===== config.mk =====
export PLATFORM = sky130hd
export DESIGN_NAME = mc_ctrl_fsm
export DESIGN_NICKNAME = d
export VERILOG_FILES = /design/src/rtl/mc_ctrl_fsm.sv
export SDC_FILE = /design/constraint.sdc
export NUM_CORES = 1
export LEC_CHECK = 0
export BUFFER_PORTS_ARGS = -buffer_cell sky130_fd_sc_hd__buf_2
export CORE_UTILIZATION = 53
export DETAILED_ROUTE_END_ITERATION = 12
export PLACE_DENSITY = 0.87
export SLEW_MARGIN = 20
export SYNTH_ARGS = -nofsm -noshare
export SYNTH_HDL_FRONTEND = slang
export SYNTH_SLANG_ARGS = --single-unit

===== constraint.sdc =====
create_clock -name clk -period 2.4 [get_ports clk]
set_input_delay 0.72 -clock clk [delete_from_list [all_inputs] [get_ports clk]]
set_output_delay 0.72 -clock clk [all_outputs]
set_load 0.01 [all_outputs]

===== src/rtl/mc_ctrl_fsm.sv =====
module mc_ctrl_fsm (
  input  logic       clk,
  input  logic       rst_n,
  input  logic [6:0] op_in,
  input  logic       ext_in,
  input  logic [3:0] rd_in,
  input  logic       flag_z,
  input  logic       flag_l,
  input  logic       irq,
  output logic       pc_wr,
  output logic       pc_cond,
  output logic [1:0] pc_src,
  output logic       addr_sel,
  output logic       mem_rd,
  output logic       mem_wr,
  output logic       ir_wr,
  output logic       reg_wr,
  output logic       mem_to_reg,
  output logic       link_wr,
  output logic       flag_wr,
  output logic       irq_save,
  output logic [1:0] alu_a,
  output logic [1:0] alu_b,
  output logic [2:0] alu_op,
  output logic       int_en
);

  typedef enum logic [3:0] {
    S_FETCH, S_DEC, S_FIMM, S_EXEC, S_WBA, S_EA, S_MRD, S_WBM,
    S_MWR, S_CMP, S_BR, S_JREG, S_LINK, S_JMP, S_RETI, S_ICHK
  } st_t;

  localparam logic [6:0] OP_NOP  = 7'b0000000;
  localparam logic [6:0] OP_LD   = 7'b0011111;
  localparam logic [6:0] OP_ST   = 7'b0010000;
  localparam logic [6:0] OP_CMP  = 7'b1111111;
  localparam logic [6:0] OP_RETI = 7'b0010010;

  st_t        st, st_nx;
  logic [6:0] op_q;
  logic       ext_q;
  logic [3:0] rd_q;
  logic       ie;
  logic       take;
  logic       irq_go;

  function automatic logic alu_class(input logic [6:0] o);
    return (o >= 7'd1 && o <= 7'd6) || o == 7'd9;
  endfunction

  function automatic logic [2:0] alu_code(input logic [6:0] o);
    case (o)
      7'd1:    return 3'b000;
      7'd2:    return 3'b001;
      7'd9:    return 3'b010;
      7'd5:    return 3'b011;
      7'd6:    return 3'b100;
      7'd3:    return 3'b110;
      7'd4:    return 3'b111;
      default: return 3'b000;
    endcase
  endfunction

  function automatic st_t route(input logic [6:0] o);
    if (alu_class(o))                 return S_EXEC;
    else if (o == OP_LD || o == OP_ST) return S_EA;
    else if (o == OP_CMP)             return S_CMP;
    else if (o[6:2] == 5'b11100)      return S_BR;
    else if (o[6:4] == 3'b010)        return S_JREG;
    else if (o[6:4] == 3'b011)        return S_LINK;
    else if (o[6:4] == 3'b100)        return S_JMP;
    else if (o == OP_RETI)            return S_RETI;
    else                              return S_ICHK;
  endfunction

  always_comb begin
    case (op_q[1:0])
      2'd0:    take = flag_z;
      2'd1:    take = !flag_z;
      2'd2:    take = flag_l;
      default: take = !flag_l && !flag_z;
    endcase
  end

  assign irq_go = irq && ie;
  assign int_en = ie;

  always_comb begin
    st_nx = S_ICHK;
    case (st)
      S_FETCH: st_nx = S_DEC;
      S_DEC:   st_nx = ext_in ? S_FIMM : (op_in == OP_NOP ? S_ICHK : route(op_in));
      S_FIMM:  st_nx = route(op_q);
      S_EXEC:  st_nx = S_WBA;
      S_EA:    st_nx = (op_q == OP_LD) ? S_MRD : S_MWR;
      S_MRD:   st_nx = S_WBM;
      S_LINK:  st_nx = S_JMP;
      S_ICHK:  st_nx = S_FETCH;
      default: st_nx = S_ICHK;
    endcase
  end

  always_ff @(posedge clk) begin
    if (!rst_n) begin
      st    <= S_FETCH;
      op_q  <= '0;
      ext_q <= 1'b0;
      rd_q  <= '0;
      ie    <= 1'b0;
    end else begin
      st <= st_nx;
      if (st == S_DEC) begin
        op_q  <= op_in;
        ext_q <= ext_in;
        rd_q  <= rd_in;
      end
      if (st == S_RETI) ie <= 1'b1;
      else if (st == S_ICHK && irq_go) ie <= 1'b0;
    end
  end

  always_comb begin
    pc_wr = 0; pc_cond = 0; pc_src = 2'b00; addr_sel = 0;
    mem_rd = 0; mem_wr = 0; ir_wr = 0; reg_wr = 0; mem_to_reg = 0;
    link_wr = 0; flag_wr = 0; irq_save = 0;
    alu_a = 2'b00; alu_b = 2'b00; alu_op = 3'b000;
    case (st)
      S_FETCH, S_FIMM: begin
        mem_rd = 1; pc_wr = 1; alu_a = 2'b10; alu_b = 2'b10;
      end
      S_DEC:  ir_wr = 1;
      S_EXEC: begin
        alu_b  = ext_q ? 2'b01 : 2'b00;
        alu_op = alu_code(op_q);
      end
      S_WBA:  reg_wr = (rd_q != 4'd0);
      S_EA:   alu_b = ext_q ? 2'b01 : 2'b11;
      S_MRD:  begin addr_sel = 1; mem_rd = 1; end
      S_WBM:  begin reg_wr = (rd_q != 4'd0); mem_to_reg = 1; end
      S_MWR:  begin addr_sel = 1; mem_wr = 1; end
      S_CMP:  begin alu_op = 3'b001; flag_wr = 1; end
      S_BR:   begin
        pc_cond = 1; pc_wr = take; alu_a = 2'b10; alu_b = 2'b11;
      end
      S_JREG: pc_wr = 1;
      S_LINK: begin reg_wr = 1; link_wr = 1; end
      S_JMP:  begin pc_wr = 1; pc_src = 2'b01; end
      S_RETI: begin pc_wr = 1; pc_src = 2'b11; end
      S_ICHK: begin
        pc_wr = irq_go; irq_save = irq_go;
        pc_src = irq_go ? 2'b10 : 2'b00;
      end
      default: ;
    endcase
  end

  AST_MEM_EXCL: assert property (@(posedge clk) disable iff (!rst_n)
    !(mem_rd && mem_wr));
  AST_DECODE_AFTER_READ: assert property (@(posedge clk) disable iff (!rst_n)
    ir_wr |-> $past(mem_rd && !addr_sel && pc_wr));
  AST_SAVE_NEEDS_IE: assert property (@(posedge clk) disable iff (!rst_n)
    irq_save |-> (int_en && irq && pc_src == 2'b10));
  AST_SAVE_CLEARS_IE: assert property (@(posedge clk) disable iff (!rst_n)
    irq_save |=> !int_en);
  AST_RETURN_SETS_IE: assert property (@(posedge clk) disable iff (!rst_n)
    (pc_wr && pc_src == 2'b11) |=> int_en);
  AST_COND_TARGET: assert property (@(posedge clk) disable iff (!rst_n)
    pc_cond |-> (alu_a == 2'b10 && alu_b == 2'b11 && !reg_wr));
  AST_LINK_THEN_JUMP: assert property (@(posedge clk) disable iff (!rst_n)
    link_wr |=> (pc_wr && pc_src == 2'b01));
  AST_MDR_WB_AFTER_READ: assert property (@(posedge clk) disable iff (!rst_n)
    mem_to_reg |-> $past(mem_rd && addr_sel));

endmodule


# --- Yosys cells after proc, flatten, opt, wreduce, memory -nomap -nowiden ---
# Cells that the tools add are included.
totals:
  input_bits: 17
  word_cells: 113
  out_inout_bits: 21
  ff_bits: 17
classes:
  n_mux: 42
  n_reduce_logical: 22
  eq_ne: 40
  n_lt_le_gt_ge: 4
ops:
  columns: ["cell", "n"]
  rows:
  - ["== test 7 x 5 -> 1 bit, second input constant", 6]
  - ["== test 4 bit, second input constant", 8]
  - ["one-hot mux 4 bit (8 select lines)", 1]
  - ["2-to-1 mux 4 bit", 7]
  - ["== test 7 x 3 -> 1 bit, second input constant", 3]
  - ["2-to-1 mux 3 bit", 6]
  - ["one-hot mux 3 bit (6 select lines)", 1]
  - ["== test 4 x 3 -> 1 bit, second input constant", 4]
  - ["== test 7 x 2 -> 1 bit, second input constant", 2]
  - ["== test 7 x 4 -> 1 bit, second input constant", 2]
  - ["== test 7 bit, second input constant", 2]
  - ["greater-or-equal comparator 7 x 1 -> 1 bit, second input constant", 2]
  - ["<= comparator 7 x 3 -> 1 bit, second input constant", 2]
  - ["2-to-1 mux 1 bit", 14]
  - ["2-to-1 mux 2 bit", 7]
  - ["== test 3 x 2 -> 1 bit, second input constant", 4]
  - ["== test 5 bit, second input constant", 2]
  - ["== test 4 x 2 -> 1 bit, second input constant", 2]
  - ["one-hot mux 2 bit (4 select lines)", 1]
  - ["logical NOT 7 bit", 1]
  - ["== test 3 bit, second input constant", 2]
  - ["one-hot mux 1 bit (3 select lines)", 2]
  - ["one-hot mux 2 bit (3 select lines)", 1]
  - ["one-hot mux 3 bit (2 select lines)", 1]
  - ["14 further kinds", 25]

# --- Longest topological paths before layout ---
# Gate-level depths: netlist (run 1).
depth:
  word_depth: 12
  mapped_depth: 7
  depth_no_buf: 5

# --- Least setup slack after synthesis (run 1) ---
# Ideal clock, no wire load.
synth_timing:
  path_kind: "input -> output"
  start: "input port flag_l"
  end: "output port pc_wr"
  stages: 5
  setup_slack_ns: -0.072
  n_path_buf: 0
  required_ns: 1.680
  arrival_time_ns: 1.752
  path_cell_list: "nand2_1 a21boi_0 o21ai_0 nor3_1 a2111oi_0"
synth_between:
  elab_chain_cells: 4
synth_lines:
  columns: ["element", "line", "text"]
  rows:
  - ["start, declared", "8", "input logic flag_l,"]
  - ["logical NOT 1 bit", "81", "default: take = !flag_l && !flag_z;"]
  - ["logical AND 1 bit", "81", null]
  - ["one-hot mux 1 bit (3 select lines) (*)", "77", "case (op_q[1:0])"]
  - ["one-hot mux 1 bit (3 select lines) (*)", "127", "case (st)"]
  - ["end, declared", "10", "output logic pc_wr,"]
# Mark *: on every way between the ends. The rest lies on a longest branch, timed or not.

# --- Worst setup path after layout (run 1) ---
# Same ends and word-level chain as after synthesis.

==> flow_summary.ini, run 1 <==
[outcome]
status = finished clean

[route]
routedWlPerCell_microns = 12.7
drc = 0
vias = 1595
viasPerCell = 5.82
drt_first_pass_iters = 4
first_iter_violations = 90
wirelength_mm = 3.48
ant_nets = 0

[clock_tree]
clkSlewWorstSetupHoldPaths_ns = 0.10
holdBufCountCts = 0
post_cts_buffers = 0
htreeDepth = 1
numCtsBuffers = 3
cts_tree = built
clk_path_buf_depth = 2
clk_latency_ns = 0.30
cts_sinks = 17
cts-root-buf = clkbuf_4

[synthesis]
async_flop_share_pct = 0
synth_top_area_share_pct = 22.6
avgSynthCellArea_sq_um = 7.00
synth_fp_nets = 232
synth_common_cells = nand2_1, dfxtp_1, nor2_1
yosysWarnings = 0
synth_cell_type_count = 55
synth-seq-area-share_pct = 22.6
synth_cells = 215
synthTopCellsByArea = dfxtp_1, nand2_1, a21boi_0, o21ai_0, nor2_1
synth_area_sq_um = 1500
synth_edf_count = 0
yosys_most_used_dff = dfxtp_1
post-synth-top-count-cell = nand2_1
synth-seq-cells = 17
synth_top_area_cell = dfxtp_1

[place]
port_buffers = 36
hpwlAfterDp_mm = 2.57
gp_congestion = 0.921
dpl_cell_area_sq_um = 1640

[die]
dieArea_sq_um = 3050
initial_core_util_pct = 58.6
io_pins = 38
num_rows = 18
die_x_microns = 55.3
core_area_sq_um = 2570
die_h_microns = 55.3

[global_routing]
first_global_vias = 1281
antenna_found_initial = 0
grt_pass1_wl_mm = 6.00
grt-ovfl-total = 0
grt_usage_pct = 23.8
grt_max_degree = 21

[power_and_ir_drop]
power_frac_comb_pct = 59.5
clockPowerShare_pct = 10.1
total_power_mw = 1.57
switchingPower_uw = 732
seq_power_share_pct = 30.4
power.density_nw_per_um2 = 927
swShare_pct = 46.8
leakagePower_nw = 0.711
intPower_uw = 834
ir_drop_v = 0.000720

[timing]
hold_viol = 0
rsz0062_at_grt = yes
setup_viol = 0
fin_crit_sh_pct = 97.4
clock-skew-final_ns = 0.00335
report.final.slew_viol_count = 0
min_period_ns = 2.34
max_clock_freq_mhz = 428

[worst_setup_path]
criticalPathCategory = primary input to output port
critPathMaxStageDelay_ns = 0.21
crit_family = compound AO/OA/AOI/OAI gates
endpoint_kind = output port
arrival_ns = 1.62
crit_top_cell = buf_2
path_buf_inv = 2
crit_chain = buf_2 > nand2_1 > a21boi_1 > o21ai_1 > nor3_2 > a2111oi_2 > buf_2
crit_slowest_cell = a2111oi_2
crit_required_ns = 1.68
crit_fanout = 2
start_kind = primary input

[layout]
diodes = 0
fin_nets = 262
postLayoutCellArea_sq_um = 1690
drive_gt1_share_pct = 27.9
syn2layout_area_growth_pct = 12.4

[flow_run]
drv_cap = 0

[worst_hold_path]
hold_path_class = flip-flop to flip-flop
## worst min-delay path: cells and delay by family (launching register included)
family	cells	cell delay (ns)
flops	1	0.32
compound gates	1	0.06
simple gates	1	0.04
## registers in the layout, summed over array words and instances, names as in the netlist
register / cells
ext_q: 1
int_en: 1
op_q: 7
rd_q: 4
st: 4
## path summary, 6_finish.rpt
check                            start              endpoint  slack [ns]  cells after the start
setup / recovery                flag_l                 pc_wr        0.06                      7
hold / removal    rd_q[0]$_SDFFE_PN0P_  rd_q[0]$_SDFFE_PN0P_        0.47                      2
setup reg to reg  op_q[3]$_SDFFE_PN0P_      st[2]$_SDFF_PN0_        0.80                      5
hold reg to reg   rd_q[0]$_SDFFE_PN0P_  rd_q[0]$_SDFFE_PN0P_        0.47                      2
## per-stage QoR
stage / hold WS [ns] / TNS, ns / setup WS [ns] / utilization, % / cells
global placement: 0.448 / -0.0691 / -0.0691 / 63.9 / 270
CTS: 0.470 / 0 / 0.0320 / 65.0 / 274
detailed placement: 0.459 / -0.107 / -0.107 / 63.9 / 270
finish: 0.466 / 0 / 0.0627 / 65.8 / 274
global route: 0.495 / -0.0662 / -0.0662 / 65.8 / 274
floorplan: 0.438 / 0 / 0.0344 / - / 215
## power groups by stage
stage	clock network, mW	logic [mW]	registers [mW]
floorplan	0	0.724	0.390
global placement	0	0.884	0.465
detailed placement	0	0.901	0.468
CTS	0.168	0.905	0.461
global route	0.173	1.05	0.490
finish	0.159	0.931	0.476
## cell type report
class,instances,area [sq um]
Multi-Input combinational cell,171,997
Fill cell,236,877
Sequential cell,17,347
Timing Repair Buffer,47,263
Tap cell,30,37.5
Clock buffer,3,22.5
Inverter,5,18.8
Clock inverter,1,5.00
## logic make-up (layout without fill, tap and decap cells)
group / Yosys count / after routing / synth area share (%)
other cells: 1 / 1 / 0.249
simple gates: 107 / 107 / 35.1
buf+inv: 27 / 56 / 12.1
xor+xnor: 1 / 1 / 0.582
compound gates: 62 / 62 / 29.3
flops: 17 / 17 / 22.6
## layout by cell type (no fill, tap or decap), types with 5 or more instances in the layout
cell type  synthesis  layout
a21boi_0          16      15
a21oi_1            5       5
a31oi_1            5       5
buf_2              4      36
buf_4              2      11
dfxtp_1           17      12
dfxtp_2            0       5
inv_1              5       5
nand2_1           40      40
nand2b_1           8       8
nand3_1            8       8
nor2_1            17      17
nor2b_1            5       5
nor3_1             8       6
o21ai_0           13      11
## metal layers
metal | share of wire, % | vias to the layer above | track usage, %
met4 | 1.5 | 0 | 10.4
met5 | 0 | - | 0
li1 | - | 828 | -
met2 | 44 | 57 | 33.2
met1 | 48 | 706 | 36.8
met3 | 6.1 | 4 | 1.87
## timing repair
action,4_1_cts,5_1_grt
pin swaps,1,0
resized for setup,1,10
endpoints found under the setup margin,1,4
Note: power is estimated with default switching activity, not from simulation.
==> run 2: changes to the inputs <==
SETUP_SLACK_MARGIN = 0.1   (was default)
==> run 2 against run 1 <==
Effect of this change:
- cell count increased by 1.1%
- sequential power barely moved
- clock power barely moved
- critical path depth is 1 lower
- die area unchanged
- global-route usage increased by 0.96 points
- critical path type is now flip-flop to output port
- worst hold slack improved by 0.0033 ns
- clock skew down 0.0011 ns
- setup slack better by 0.055 ns
- non-clock buffer count increased by 3
- utilization grew 2.5 points
==> flow_summary.ini, run 2 (synthesis gave the netlist of run 1 again) <==
[worst_setup_path]
crit_required_ns = 1.68
r2r.worst_path.cells = 6
reg2reg_to = st[2]$_SDFF_PN0_
worstReg2RegStart = op_q[0]$_SDFFE_PN0P_
crit_slowest_cell = dfxtp_2
setup.worst_path.start = op_q[1]$_SDFFE_PN0P_
critPathMaxStageDelay_ns = 0.34
arrival_ns = 1.56
endpoint_kind = output port
crit_cells = 6
criticalPathCategory = flip-flop to output port
setup.worst_path.end = alu_op[0]
crit_family = simple AND/OR/NAND/NOR gates
crit_chain = buf_4 > nor3b_2 > a31oi_1 > nor3_1 > or2_2 > buf_2
path_buf_inv = 2
crit_fanout = 10
rrSetupSlack_ns = 0.81
start_kind = flip-flop

[place]
hpwlAfterDp_mm = 2.64
port_buffers = 36
gp_congestion = 0.884
dpl_cell_area_sq_um = 1640

[layout]
fillers = 233
reg_top3 = op_q: 7 flops, rd_q: 4 flops, st: 4 flops
syn2layout_area_growth_pct = 16.6
fin_nets = 265
multi_input_comb_area_sq_um = 1020
drive_gt1_share_pct = 30.8
layout_commonest_cell = nand2_1
regArea_sq_um = 355
diodes = 0
largest-register = op_q
postLayoutCellArea_sq_um = 1750
final_cell_mix = nand2_1, buf_2, nor2_1, a21boi_0
largest_register_ffs = 7

[clock_tree]
clkSlewWorstSetupHoldPaths_ns = 0.11
clk_path_buf_depth = 2
holdBufCountCts = 0
numCtsBuffers = 3
cts-root-buf = clkbuf_4
htreeDepth = 1
cts_tree = built
cts_sinks = 17
clk_latency_ns = 0.29

[global_routing]
grt_usage_pct = 24.8
grt_max_degree = 21
grt-ovfl-total = 0
first_global_vias = 1421
grt_pass1_wl_mm = 6.29
antenna_found_initial = 0

[route]
drc = 0
routedWlPerCell_microns = 13.6
ant_nets = 0
drt_first_pass_iters = 4
wirelength_mm = 3.77
first_iter_violations = 79
viasPerCell = 5.98
vias = 1656

[timing]
setup_viol = 0
whs_ns = 0.470
min_period_ns = 2.28
clock-skew-final_ns = 0.00227
rsz0062_at_grt = yes
fin_crit_sh_pct = 95.1
hold_viol = 0
slew_headroom_pct = 64.8
tightestPinTransition_ns = 0.515
report.final.slew_viol_count = 0
max_clock_freq_mhz = 438

[power_and_ir_drop]
switchingPower_uw = 770
ir_drop_v = 0.000764
power.density_nw_per_um2 = 948
power_frac_comb_pct = 61.7
seq_power_share_pct = 28.7
leakagePower_nw = 0.741
clockPowerShare_pct = 9.6
total_power_mw = 1.66
swShare_pct = 46.3
intPower_uw = 892

[die]
dieArea_sq_um = 3050
initial_core_util_pct = 58.6
die_x_microns = 55.3
io_pins = 38
num_rows = 18
die_h_microns = 55.3
core_area_sq_um = 2570

[worst_hold_path]
hp-start = rd_q[0]$_SDFFE_PN0P_
hold_path_class = flip-flop to flip-flop

[flow_run]
drv_cap = 0

[outcome]
status = finished clean
run 2: cell types whose count changed in the layout (fill, tap and decap cells not counted), sizes merged:
cell	before	now
clkbuf	3	4
buf	47	49
run 2: power by group through the flow:
stage	sequential (mW)	clock [mW]	combinational, mW
floorplan	0.390	0	0.736
global placement	0.466	0	0.884
detailed placement	0.470	0	0.902
CTS	0.471	0.163	0.914
global route	0.494	0.174	1.15
finish	0.476	0.160	1.03
run 2: per-stage QoR:
stage                     utilization, %  cells  setup WS [ns]   TNS, ns
after floorplan                        -    215          0.154         0
after detailed placement            63.8    269        -0.0479   -0.0479
after CTS                           65.4    273         0.0848         0
after global routing                68.3    277       -0.00383  -0.00383
after global placement              63.8    269        -0.0297   -0.0297
final                               68.3    277          0.118         0
run 2: metal layers:
metal | vias up | part of all wire (%) | track usage, %
met3 | 8 | 6.1 | 3.04
met1 | 760 | 45 | 35.0
met2 | 59 | 47 | 36.7
met5 | - | 0 | 0
met4 | 0 | 1.9 | 12.9
li1 | 829 | - | -
run 2: worst reg2reg max path, stage by stage, from the launching register on:
cell and delay (ns):
dfxtp_1 0.37, buf_4 0.17, and4_1 0.19, nand2_1 0.12
a21boi_0 0.09, o311a_1 0.29, a221o_1 0.25
run 2: worst min path at each step:
stage                                 endpoint  depth (start not counted)  slack [ns]
after floorplan           rd_q[2]$_SDFFE_PN0P_                          2        0.44
after global placement    rd_q[0]$_SDFFE_PN0P_                          2        0.45
after detailed placement  rd_q[0]$_SDFFE_PN0P_                          2        0.46
after CTS                 rd_q[0]$_SDFFE_PN0P_                          2        0.47
after global routing      rd_q[0]$_SDFFE_PN0P_                          2        0.50
final                     rd_q[0]$_SDFFE_PN0P_                          2        0.47
run 2: timing repair:
action                                 in CTS  in global routing
cloned                                      0                  0
buffers inserted                            0                  4
gates resized for setup                     6                 12
endpoints found under the hold margin       0                  0
setup endpoints to repair                   5                  5
pin swaps                                   2                  1
run 2: final cells by class:
class	count	share of cell area (%)
Sequential cell	17	20.3
Clock inverter	1	0.285
Tap cell	30	2.14
Clock buffer	3	1.28
Multi-Input combinational cell	171	57.9
Inverter	5	1.07
Timing Repair Buffer	50	17.0
==> run 3: changes to the inputs <==
ABC_AREA = 1   (was default)
CORE_UTILIZATION = 51   (was 53)
PLACE_DENSITY = 0.86   (was 0.87)
==> run 3 against run 2 <==
Effect of this change:
- clock skew grew 0.00096 ns
- cell count grew 11%
- worst hold slack gained 0.025 ns
- flip-flop and latch count is the same
- combinational power is essentially flat
- power grew 1.5%
- count of clock-buffer cells in the layout is the same
==> flow_summary.ini, run 3 <==
[outcome]
status = finished clean

[worst_setup_path]
criticalPathCategory = flip-flop to output port
rrSetupSlack_ns = 0.98
crit_fanout = 5
crit_required_ns = 1.68
arrival_ns = 1.47
start_kind = flip-flop
endpoint_kind = output port

[die]
io_pins = 38
initial_core_util_pct = 53.7
die_h_microns = 53.1
die_x_microns = 53.1
dieArea_sq_um = 2820
core_area_sq_um = 2480
num_rows = 18

[place]
gp_congestion = 0.853
dpl_cell_area_sq_um = 1530
hpwlAfterDp_mm = 2.50
port_buffers = 36

[power_and_ir_drop]
leakagePower_nw = 0.906
ir_drop_v = 0.000704
power.density_nw_per_um2 = 1040

[clock_tree]
numCtsBuffers = 3
cts_sinks = 17
clk_latency_ns = 0.29
cts_tree = built
htreeDepth = 1
clkSlewWorstSetupHoldPaths_ns = 0.09
cts-root-buf = clkbuf_4
clk_path_buf_depth = 2

[synthesis]
synthTopCellsByArea = dfxtp_1, nand2_1, nor2_1, inv_1, nand3_1
yosys_most_used_dff = dfxtp_1
synth_area_sq_um = 1330
synth-seq-area-share_pct = 25.6
synth_common_cells = nand2_1, nor2_1, inv_1
synth_cells = 240
synth_fp_nets = 257
async_flop_share_pct = 0
post-synth-top-count-cell = nand2_1
synth_top_area_cell = dfxtp_1
yosysWarnings = 0
synth_cell_type_count = 25
synth-seq-cells = 17
synth_edf_count = 0
synth_top_area_share_pct = 25.6
avgSynthCellArea_sq_um = 5.55

[route]
ant_nets = 0
routedWlPerCell_microns = 9.90
first_iter_violations = 39
vias = 1542
viasPerCell = 5.01
wirelength_mm = 3.05
drc = 0
drt_first_pass_iters = 4

[timing]
clock-skew-final_ns = 0.00323
fin_crit_sh_pct = 91.5
setup-tns-final_ns = 0
max_clock_freq_mhz = 456
min_period_ns = 2.19
report.final.slew_viol_count = 0
rsz0062_at_grt = yes
whs_ns = 0.494
hold_viol = 0
setup_viol = 0

[global_routing]
grt-ovfl-total = 0
first_global_vias = 1151
use_met3_pct = 2.59
grt_pass1_wl_mm = 4.69
grt_usage_pct = 22.3
busiest_layer = met2
grt_max_degree = 22
grt.met2_usage_pct = 36.5
grtUsageMet1_pct = 30.8
antenna_found_initial = 0

[flow_run]
drv_cap = 0

[layout]
postLayoutCellArea_sq_um = 1620
drive_gt1_share_pct = 25.2
fin_nets = 296
layout_commonest_cell = nand2_1
largest-register = op_q
reg_top3 = op_q: 7 flops, rd_q: 4 flops, st: 4 flops
syn2layout_area_growth_pct = 21.3
fillers = 250
diodes = 0
largest_register_ffs = 7
final_cell_mix = nand2_1, nor2_1, buf_2, inv_1, o21ai_0

[worst_hold_path]
hold_path_class = flip-flop to flip-flop
-- run 3: cell type report --
class,instances,area (sq um),area share (%)
Clock buffer,3,22.5,1.39
Multi-Input combinational cell,176,846,52.4
Inverter,43,161,9.99
Sequential cell,17,348,21.5
Timing Repair Buffer,38,195,12.1
Tap cell,30,37.5,2.32
Clock inverter,1,5.00,0.310
-- run 3: path summary, 6_finish.rpt --
kind / from / endpoint / cells after the start
max: st[3]$_SDFF_PN0_ / pc_wr / 9
min: int_en$_SDFFE_PN0N_ / int_en$_SDFFE_PN0N_ / 2
max reg2reg: st[0]$_SDFF_PN0_ / st[3]$_SDFF_PN0_ / 9
min reg2reg: int_en$_SDFFE_PN0N_ / int_en$_SDFFE_PN0N_ / 2
-- run 3: logic make-up (layout without fill, tap and decap cells) --
kind of cell	count (synthesis)	count (layout)	synth area share, %
other cells	1	1	0.282
buf+inv	47	85	13.8
simple gates	133	133	43.2
compound gates	42	42	17.1
flops	17	17	25.6
-- run 3: metal layers --
metal  up-vias  routed length (microns)
met5         -                        0
met4         0                       27
met3         5                      117
met2        38                     1380
met1       656                     1520
li1        843                        -
-- run 3: report_power, final --
| part | leakage (nW) | switching, mW | internal [mW] | total, mW |
|---|---|---|---|---|
| Combinational | 0.747 | 0.653 | 0.379 | 1.03 |
| Sequential | 0.141 | 0.112 | 0.396 | 0.508 |
| Clock | 0.0177 | 0.0851 | 0.0619 | 0.147 |
-- run 3: worst max-delay path: stages, from the launching register on --
cell and delay, ns:
dfxtp_4 0.38, inv_1 0.06, nor2_2 0.13, inv_2 0.08
nor2_4 0.09, inv_2 0.06, a21oi_2 0.11, o21ai_2 0.08
nand3_1 0.07, buf_2 0.13
-- run 3: repair_timing --
item / in CTS / in global routing
setup buffers: 0 / 1
resized for setup: 2 / 17
pin swaps: 0 / 2
setup endpoints to repair: 3 / 5
hold buffers: 0 / 0
cloned: 0 / 0
-- run 3: metrics by stage --
step	utilization, %	power (mW)	setup slack, ns	std cells
after global placement	61.9	1.44	0.243	303
after global routing	65.2	1.87	0.0864	308
after floorplan	-	1.19	0.545	240
final	65.2	1.69	0.205	308
after CTS	63.3	1.62	0.0970	307
after detailed placement	61.9	1.46	0.227	303
